--- src/rtl/rename_pkg.sv ---
package rename_pkg;
  // Strobes from the control to the map datapath.
  typedef struct packed {
    logic renFire;    // instruction accepted this cycle
    logic allocFire;  // accepted and takes a new register
    logic sqFire;     // squash step applied this cycle
  } renStrobe_t;
endpackage

--- src/rtl/rename_ctrl.sv ---
module rename_ctrl
  import rename_pkg::*;
#(
  parameter int ARCH_REGS = 8,
  parameter int PHYS_REGS = 16,
  localparam int PW = $clog2(PHYS_REGS)
) (
  input  logic          clk,
  input  logic          rstN,
  input  logic          renValid,
  input  logic          renHasDst,
  input  logic          cmtValid,
  input  logic [PW-1:0] cmtPhys,
  input  logic          sqValid,
  input  logic [PW-1:0] sqNewPhys,
  output logic          renReady,
  output logic [PW-1:0] newTag,
  output renStrobe_t    strobe
);
  logic [PHYS_REGS-1:0] freeVec;
  logic [PHYS_REGS-1:0] freeNext;
  logic                 freeAny;

  // Lowest-numbered free register wins.
  always_comb begin
    newTag = '0;
    for (int i = PHYS_REGS - 1; i >= 0; i--) begin
      if (freeVec[i]) newTag = PW'(i);
    end
  end

  assign freeAny  = |freeVec;
  assign renReady = !sqValid && (freeAny || !renHasDst);

  always_comb begin
    strobe.renFire   = renValid && renReady;
    strobe.allocFire = renValid && renReady && renHasDst;
    strobe.sqFire    = sqValid;
  end

  always_comb begin
    freeNext = freeVec;
    if (strobe.allocFire) freeNext[newTag] = 1'b0;
    if (cmtValid)         freeNext[cmtPhys] = 1'b1;
    if (strobe.sqFire)    freeNext[sqNewPhys] = 1'b1;
  end

  always_ff @(posedge clk) begin
    if (!rstN) begin
      for (int i = 0; i < PHYS_REGS; i++) freeVec[i] <= (i >= ARCH_REGS);
    end else begin
      freeVec <= freeNext;
    end
  end

  // the register handed out leaves the pool at the next edge
  p_alloc_taken_r3: assert property (@(posedge clk) disable iff (!rstN)
    strobe.allocFire |=> !freeVec[$past(newTag)]);
  // empty pool blocks any instruction that needs a register
  p_stall_empty_r5: assert property (@(posedge clk) disable iff (!rstN)
    (freeVec == '0 && renHasDst) |-> !renReady);
  // a commit may only release a register that is in use
  p_no_double_free_r6: assert property (@(posedge clk) disable iff (!rstN)
    cmtValid |-> !freeVec[cmtPhys]);
  // a released register is free one cycle later
  p_release_seen_r6: assert property (@(posedge clk) disable iff (!rstN)
    cmtValid |=> freeVec[$past(cmtPhys)]);
  // a squash may only free a register that is in use
  p_sq_busy_r7: assert property (@(posedge clk) disable iff (!rstN)
    sqValid |-> !freeVec[sqNewPhys]);
  // no rename during a squash step
  p_sq_blocks_r8: assert property (@(posedge clk) disable iff (!rstN)
    sqValid |-> !strobe.renFire);
endmodule

--- src/rtl/rename_datapath.sv ---
module rename_datapath
  import rename_pkg::*;
#(
  parameter int ARCH_REGS = 8,
  parameter int PHYS_REGS = 16,
  localparam int AW = $clog2(ARCH_REGS),
  localparam int PW = $clog2(PHYS_REGS)
) (
  input  logic          clk,
  input  logic          rstN,
  input  renStrobe_t    strobe,
  input  logic [PW-1:0] newTag,
  input  logic [AW-1:0] renSrcA,
  input  logic [AW-1:0] renSrcB,
  input  logic [AW-1:0] renDst,
  input  logic [AW-1:0] sqArch,
  input  logic [PW-1:0] sqOldPhys,
  output logic [PW-1:0] srcAPhys,
  output logic [PW-1:0] srcBPhys,
  output logic [PW-1:0] dstPhys,
  output logic [PW-1:0] oldPhys
);
  logic [PW-1:0] mapTab [ARCH_REGS];

  // Lookups use the table as registered, before this instruction's write.
  assign srcAPhys = mapTab[renSrcA];
  assign srcBPhys = mapTab[renSrcB];
  assign oldPhys  = mapTab[renDst];
  assign dstPhys  = strobe.allocFire ? newTag : '0;

  always_ff @(posedge clk) begin
    if (!rstN) begin
      for (int i = 0; i < ARCH_REGS; i++) mapTab[i] <= PW'(i);
    end else if (strobe.sqFire) begin
      mapTab[sqArch] <= sqOldPhys;
    end else if (strobe.allocFire) begin
      mapTab[renDst] <= newTag;
    end
  end

  // the destination entry holds the new tag after the edge
  p_map_update_r3: assert property (@(posedge clk) disable iff (!rstN)
    strobe.allocFire |=> mapTab[$past(renDst)] == $past(newTag));
  // the new tag never equals the displaced one
  p_fresh_tag_r4: assert property (@(posedge clk) disable iff (!rstN)
    strobe.allocFire |-> dstPhys != oldPhys);
  // a squash step restores the saved mapping
  p_restore_r7: assert property (@(posedge clk) disable iff (!rstN)
    strobe.sqFire |=> mapTab[$past(sqArch)] == $past(sqOldPhys));
  // without an accepted rename or squash the table stays put
  p_map_hold_r5: assert property (@(posedge clk) disable iff (!rstN)
    (!strobe.allocFire && !strobe.sqFire) |=> mapTab[$past(renDst)] == $past(oldPhys));
endmodule

--- src/rtl/rename_map.sv ---
module rename_map
  import rename_pkg::*;
#(
  parameter int ARCH_REGS = 8,
  parameter int PHYS_REGS = 16,
  localparam int AW = $clog2(ARCH_REGS),
  localparam int PW = $clog2(PHYS_REGS)
) (
  input  logic          clk,
  input  logic          rstN,
  input  logic          renValid,
  input  logic [AW-1:0] renSrcA,
  input  logic [AW-1:0] renSrcB,
  input  logic [AW-1:0] renDst,
  input  logic          renHasDst,
  output logic          renReady,
  output logic [PW-1:0] srcAPhys,
  output logic [PW-1:0] srcBPhys,
  output logic [PW-1:0] dstPhys,
  output logic [PW-1:0] oldPhys,
  input  logic          cmtValid,
  input  logic [PW-1:0] cmtPhys,
  input  logic          sqValid,
  input  logic [AW-1:0] sqArch,
  input  logic [PW-1:0] sqOldPhys,
  input  logic [PW-1:0] sqNewPhys
);
  renStrobe_t    strobe;
  logic [PW-1:0] newTag;

  rename_ctrl #(.ARCH_REGS(ARCH_REGS), .PHYS_REGS(PHYS_REGS)) u_ctrl (
    .clk(clk), .rstN(rstN), .renValid(renValid), .renHasDst(renHasDst),
    .cmtValid(cmtValid), .cmtPhys(cmtPhys), .sqValid(sqValid),
    .sqNewPhys(sqNewPhys), .renReady(renReady), .newTag(newTag),
    .strobe(strobe)
  );

  rename_datapath #(.ARCH_REGS(ARCH_REGS), .PHYS_REGS(PHYS_REGS)) u_dp (
    .clk(clk), .rstN(rstN), .strobe(strobe), .newTag(newTag),
    .renSrcA(renSrcA), .renSrcB(renSrcB), .renDst(renDst),
    .sqArch(sqArch), .sqOldPhys(sqOldPhys),
    .srcAPhys(srcAPhys), .srcBPhys(srcBPhys), .dstPhys(dstPhys),
    .oldPhys(oldPhys)
  );
endmodule

--- config.mk ---
export PLATFORM = sky130hd
export DESIGN_NAME = rename_map
export DESIGN_NICKNAME = d
export VERILOG_FILES = /design/src/rtl/rename_pkg.sv /design/src/rtl/rename_ctrl.sv /design/src/rtl/rename_datapath.sv /design/src/rtl/rename_map.sv
export SDC_FILE = /design/constraint.sdc
export NUM_CORES = 1
export LEC_CHECK = 0
export BUFFER_PORTS_ARGS = -buffer_cell sky130_fd_sc_hd__buf_2
export CAP_MARGIN = 10
export CORE_ASPECT_RATIO = 0.9
export CORE_MARGIN = 2
export CORE_UTILIZATION = 40
export DETAILED_ROUTE_END_ITERATION = 10
export PLACE_DENSITY = 0.59
export REMOVE_ABC_BUFFERS = 1
export SETUP_SLACK_MARGIN = 0.15
export SKIP_CTS_REPAIR_TIMING = 1
export SLEW_MARGIN = 25
export SYNTH_ARGS = -nofsm -noshare
export SYNTH_HDL_FRONTEND = slang
export SYNTH_HIERARCHICAL = 1
export SYNTH_SLANG_ARGS = --single-unit
--- constraint.sdc ---
create_clock -name clk -period 3.5 [get_ports clk]
set_input_delay 0.35 -clock clk [delete_from_list [all_inputs] [get_ports clk]]
set_output_delay 0.35 -clock clk [all_outputs]
set_load 0.005 [all_outputs]
==> results of run 1 <==
[layer usage]
| metal | routed length, um | vias up | GRT usage (%) | share of wire (%) |
|---|---|---|---|---|
| li1 | - | 1231 | - | - |
| met1 | 3966 | 1278 | 31.97 | 48 |
| met2 | 3599 | 136 | 27.36 | 43 |
| met3 | 688 | 6 | 3.655 | 8.3 |
| met4 | 53 | 0 | 3.425 | 0.64 |
| met5 | 0 | - | 0 | 0 |
[where the power goes]
group | total, mW | internal, mW | switching, mW
clock | 0.424 | 0.252 | 0.172
combinational | 0.272 | 0.126 | 0.146
sequential | 0.650 | 0.627 | 0.0225
total | 1.35 | 1.00 | 0.341
[layout make-up]
| type | count | area (um2) |
|---|---|---|
| Clock buffer | 7 | 96.34 |
| Clock inverter | 1 | 30.03 |
| Multi-Input combinational cell | 219 | 1897 |
| Sequential cell | 48 | 1281 |
| Tap cell | 99 | 123.9 |
| Fill cell | 726 | 4283 |
| Timing Repair Buffer | 51 | 267.8 |
| Inverter | 3 | 11.26 |
[placed cells by master, fill, tap and decap left out, types with 4 or more instances in the layout]
cell,n
mux2_2,12
a22oi_1,9
nor2b_1,8
clkbuf_8,7
nand2b_1,6
mux2i_1,5
buf_4,5
mux4_2,24
edfxtp_1,32
nand4_1,4
nor3_1,22
o31ai_1,11
o21ai_0,11
nand3_1,24
nor2_1,19
nand2_1,9
buf_2,46
dfxtp_1,16
[per-stage QoR]
step	util, %	hold slack, ns	setup slack (ns)
after floorplan	-	0.4218	0.5477
after global placement	44.82	0.5108	0.5175
after detailed placement	44.82	0.5071	0.4435
after CTS	46.40	0.3941	0.4239
after global routing	46.40	0.4144	0.2625
final	46.40	0.4027	0.4257
[sequential cells by signal, summed over array words and instances, names as in the netlist]
| register | flops |
|---|---|
| u_ctrl/freeVec | 16 |
| u_dp/mapTab | 32 |
[worst max-delay path, stage by stage, from the launching register on]
cell	delay, ns
dfxtp_1	0.36
or4_4	0.58
or2_1	0.28
nor3_2	0.22
nor2_1	0.15
nand3b_4	0.27
mux2_4	0.37
o21ai_0	0.49
[how the worst max path moves through the flow]
stage / from / end / slack (ns)
after floorplan: u_ctrl/freeVec[5] / u_dp/mapTab[1][0] / 0.55
after global placement: u_ctrl/freeVec[5] / u_dp/mapTab[4][0] / 0.52
after detailed placement: u_ctrl/freeVec[5] / u_dp/mapTab[5][1] / 0.44
after CTS: u_ctrl/freeVec[5] / u_dp/mapTab[5][3] / 0.42
after global routing: u_ctrl/freeVec[5] / u_dp/mapTab[7][2] / 0.26
final: u_ctrl/freeVec[5] / u_dp/mapTab[5][3] / 0.43
==> metrics.txt, run 1 <==
status completed; share of cells above drive strength 1 35.26%; Avg WL per Cell 19.41 um; Max VDD drop 0.1745 mV; drt first pass iters 5; Pleak 1.358 nW; GRT Util Overall 19.63%; syn_area_per_cell 11.57 um2; die span in y 89.84 um; core area 7990 um2; Tcrit/Tclk final 87.84%; crit path DAT 3.02 ns; max-cap violation count 0; Residual DRC 0; Final Power 1.346 mW; Period minus WS final 3.074 ns; clock sinks 48; fin cells 428; RSZ-0062 raised after global routing no; Clk Latency, worst-skew pair 0.30 ns; Worst Tran Pin Value 0.5920 ns; Worst R2R Start u_ctrl/freeVec[5]; Syn-to-layout area delta 13.22%; placed cells 420; number of warnings issued by yosys 6; kind of critical path reg2reg; GRT overflow 0; Final ANT Viol Nets 0; initial DRC count 317; critical hold path startpoint sqNewPhys[3]; first-pass GRT wire length 13630 um; die area 8927 um2; mapped cell area 3274 um2; vias in the first global route 2522; PD cells 363.0 nW/um2; Rel. slew slack 60.44%; # diodes 0; crit path max fanout 11; largest net degree at the start of global routing 29; Setup crit start kind register; gpl congestion 0.8957; H-tree depth 2; Root Buffer clkbuf_8; DR vias 2651; worst endpoint required time 3.44 ns; clock skew 0.009523 ns; CTS tree done; Initial Util 40.98%; R2R Setup Slk 0.43 ns; Die W 99.37 um; placed cell areas 3581 um2; worst reg2reg endpoint u_dp/mapTab[5][3]; FF-to-FF path depth 7; Cells after Synth 283; nets 358; final std cell area, no fill 3707 um2; port buffer count 46; total negative slack 0 ns; Slew Limit Fails 0; I/O pin count 47; final wirelength 8306 um; Max Buffers Root-to-Sink 2; Num CTS Buffers 5; Hold EP u_ctrl/freeVec[14]; final hold violations 0; vias per cell 6.194; fmax 0.3253 GHz; Worst Hold Depth 3; Rows 31; Worst Hold Class in2reg; initial antenna violation count 0; Critical Path End Type register; Finish-stage setup viols 0; DP Wirelength 6395 um; Clock Pin Slew Worst Setup and Hold Paths 0.09 ns
No activity file was read; power rests on OpenSTA's default activity.
==> inputs of run 2 (changes only) <==
--- a/config.mk
+++ b/config.mk
@@ -8,7 +8,7 @@
 export BUFFER_PORTS_ARGS = -buffer_cell sky130_fd_sc_hd__buf_2
 export CAP_MARGIN = 10
 export CORE_ASPECT_RATIO = 0.9
-export CORE_MARGIN = 2
+export CORE_MARGIN = 4
 export CORE_UTILIZATION = 40
 export DETAILED_ROUTE_END_ITERATION = 10
 export PLACE_DENSITY = 0.59
==> metrics.txt, run 2 (same netlist as run 1, synthesis figures left out) <==
Clk Latency, worst-skew pair 0.31 ns; met1 Resource Use GR 29.57%; initial DRC count 409; Worst R2R Start u_ctrl/freeVec[5]; Clock Pin Slew Worst Setup and Hold Paths 0.09 ns; Reg area 1281 um2; I/O pin count 47; Finished Core Util 45.77%; gpl congestion 0.8517; GRT overflow 0; die area 9700 um2; initial antenna violation count 0; total negative slack 0 ns; Max VDD drop 0.1556 mV; DR vias 2724; Sw Pwr 0.3638 mW; Finish-stage setup viols 0; Setup crit start kind register; Initial Util 40.78%; vias per cell 6.364; Residual DRC 0; die span in y 93.84 um; sequential power share 51.5%; RSZ-0062 raised after global routing no; Period minus WS final 3.099 ns; Root Buffer clkbuf_8; critical hold path startpoint sqNewPhys[3]; crit path max fanout 11; max-cap violation count 0; first-pass GRT wire length 13440 um; Global Route met3 Usage 3.638%; share of cells above drive strength 1 35.26%; Pleak 1.339 nW; drt first pass iters 5; switching share of power 28.82%; worst reg2reg endpoint u_dp/mapTab[4][1]; Top Registers u_dp/mapTab (32), u_ctrl/freeVec (16); vias in the first global route 2450; Num CTS Buffers 5; largest net degree at the start of global routing 29; clock skew 0.008720 ns; fmax 0.3227 GHz; worst endpoint required time 3.45 ns; R2R Setup Slk 0.40 ns; nets 358; combinational share of power 21.6%; final hold violations 0; most frequent cells in the layout 46 x buf_2, 32 x edfxtp_1, 24 x nand3_1, 24 x mux4_2, 22 x nor3_1; Final ANT Viol Nets 0; area occupied by multi-input gates 1897 um2; kind of critical path reg2reg; DP Wirelength 6606 um; Filler Cells Inserted 736; Die W 103.4 um; Worst Tran Pin Value 0.5872 ns; Worst Hold Depth 3; Critical Path End Type register; Top reg by flops u_dp/mapTab; Rows 31; Clock power frac 26.8%; Hold EP u_ctrl/freeVec[15]; # diodes 0; port buffer count 46; Worst Hold Class in2reg; Rel. slew slack 60.44%; H-tree depth 2; Tcrit/Tclk final 88.54%; CTS tree done; Final Power 1.262 mW; FF-to-FF path depth 7; Slew Limit Fails 0; Syn-to-layout area delta 12.23%; crit path DAT 3.05 ns; max reg flops 32; final wirelength 8484 um; met2 usage 24.89%; Max Buffers Root-to-Sink 2; status completed; core area 8029 um2; PD cells 343.6 nW/um2; gr busiest metal met1; Avg WL per Cell 19.82 um; GRT Util Overall 18.36%; clock sinks 48; internal power 0.8987 mW; commonest non-fill, non-tap cell in the layout buf_2
## run 2: cell types whose count changed in the layout (fill, tap and decap cells not counted), sizes merged
cell	previous run	this run
clkbuf	7	5
clkinvlp	0	1
inv	3	5
bufinv	1	0
## run 2: layer usage
| layer | share of wire, % | routed length (um) | vias up |
|---|---|---|---|
| met5 | 0 | 0 | - |
| met4 | 1.3 | 111 | 0 |
| met3 | 8.8 | 743 | 11 |
| met2 | 43 | 3608 | 149 |
| met1 | 47 | 4021 | 1330 |
| li1 | - | - | 1234 |
## run 2: final cells by class
cell class / instances / area share [%]
Timing Repair Buffer: 51 / 7.286
Tap cell: 99 / 3.371
Inverter: 3 / 0.3064
Clock buffer: 5 / 1.873
Multi-Input combinational cell: 219 / 51.62
Sequential cell: 48 / 34.87
Clock inverter: 3 / 0.6810
## run 2: worst max-delay path: stages (launching register included)
cell      delay, ns
dfxtp_1        0.35
or4_4          0.58
or2_1          0.28
nor3_2         0.24
nor2_1         0.16
nand3b_4       0.27
mux2_4         0.37
o21ai_0        0.48
## run 2: stage by stage
step                      instance area, um2  cells  setup WS (ns)  hold WS [ns]
after global routing                    3675    428         0.2183        0.4011
after floorplan                         3189    270         0.5477        0.4218
final                                   3675    428         0.4012        0.3945
after CTS                               3675    428         0.4026        0.3837
after global placement                  3581    420         0.5319        0.4994
after detailed placement                3581    420         0.4273        0.4999
## run 2: how the worst max path moves through the flow
stage / start / slack (ns) / endpoint / cells past startpoint
after CTS: u_ctrl/freeVec[5] / 0.40 / u_dp/mapTab[4][1] / 7
after global placement: u_ctrl/freeVec[5] / 0.53 / u_dp/mapTab[4][3] / 7
after global routing: u_ctrl/freeVec[2] / 0.22 / u_dp/mapTab[7][1] / 7
final: u_ctrl/freeVec[5] / 0.40 / u_dp/mapTab[4][1] / 7
after floorplan: u_ctrl/freeVec[5] / 0.55 / u_dp/mapTab[1][0] / 7
after detailed placement: u_ctrl/freeVec[5] / 0.43 / u_dp/mapTab[4][3] / 7
## run 2: power groups by stage
| stage | clock, mW | sequential, mW | combinational [mW] |
|---|---|---|---|
| CTS | 0.349 | 0.650 | 0.271 |
| floorplan | 0 | 0.652 | 0.168 |
| detailed placement | 0 | 0.663 | 0.269 |
| global route | 0.371 | 0.653 | 0.296 |
| global placement | 0 | 0.661 | 0.269 |
| finish | 0.339 | 0.651 | 0.273 |
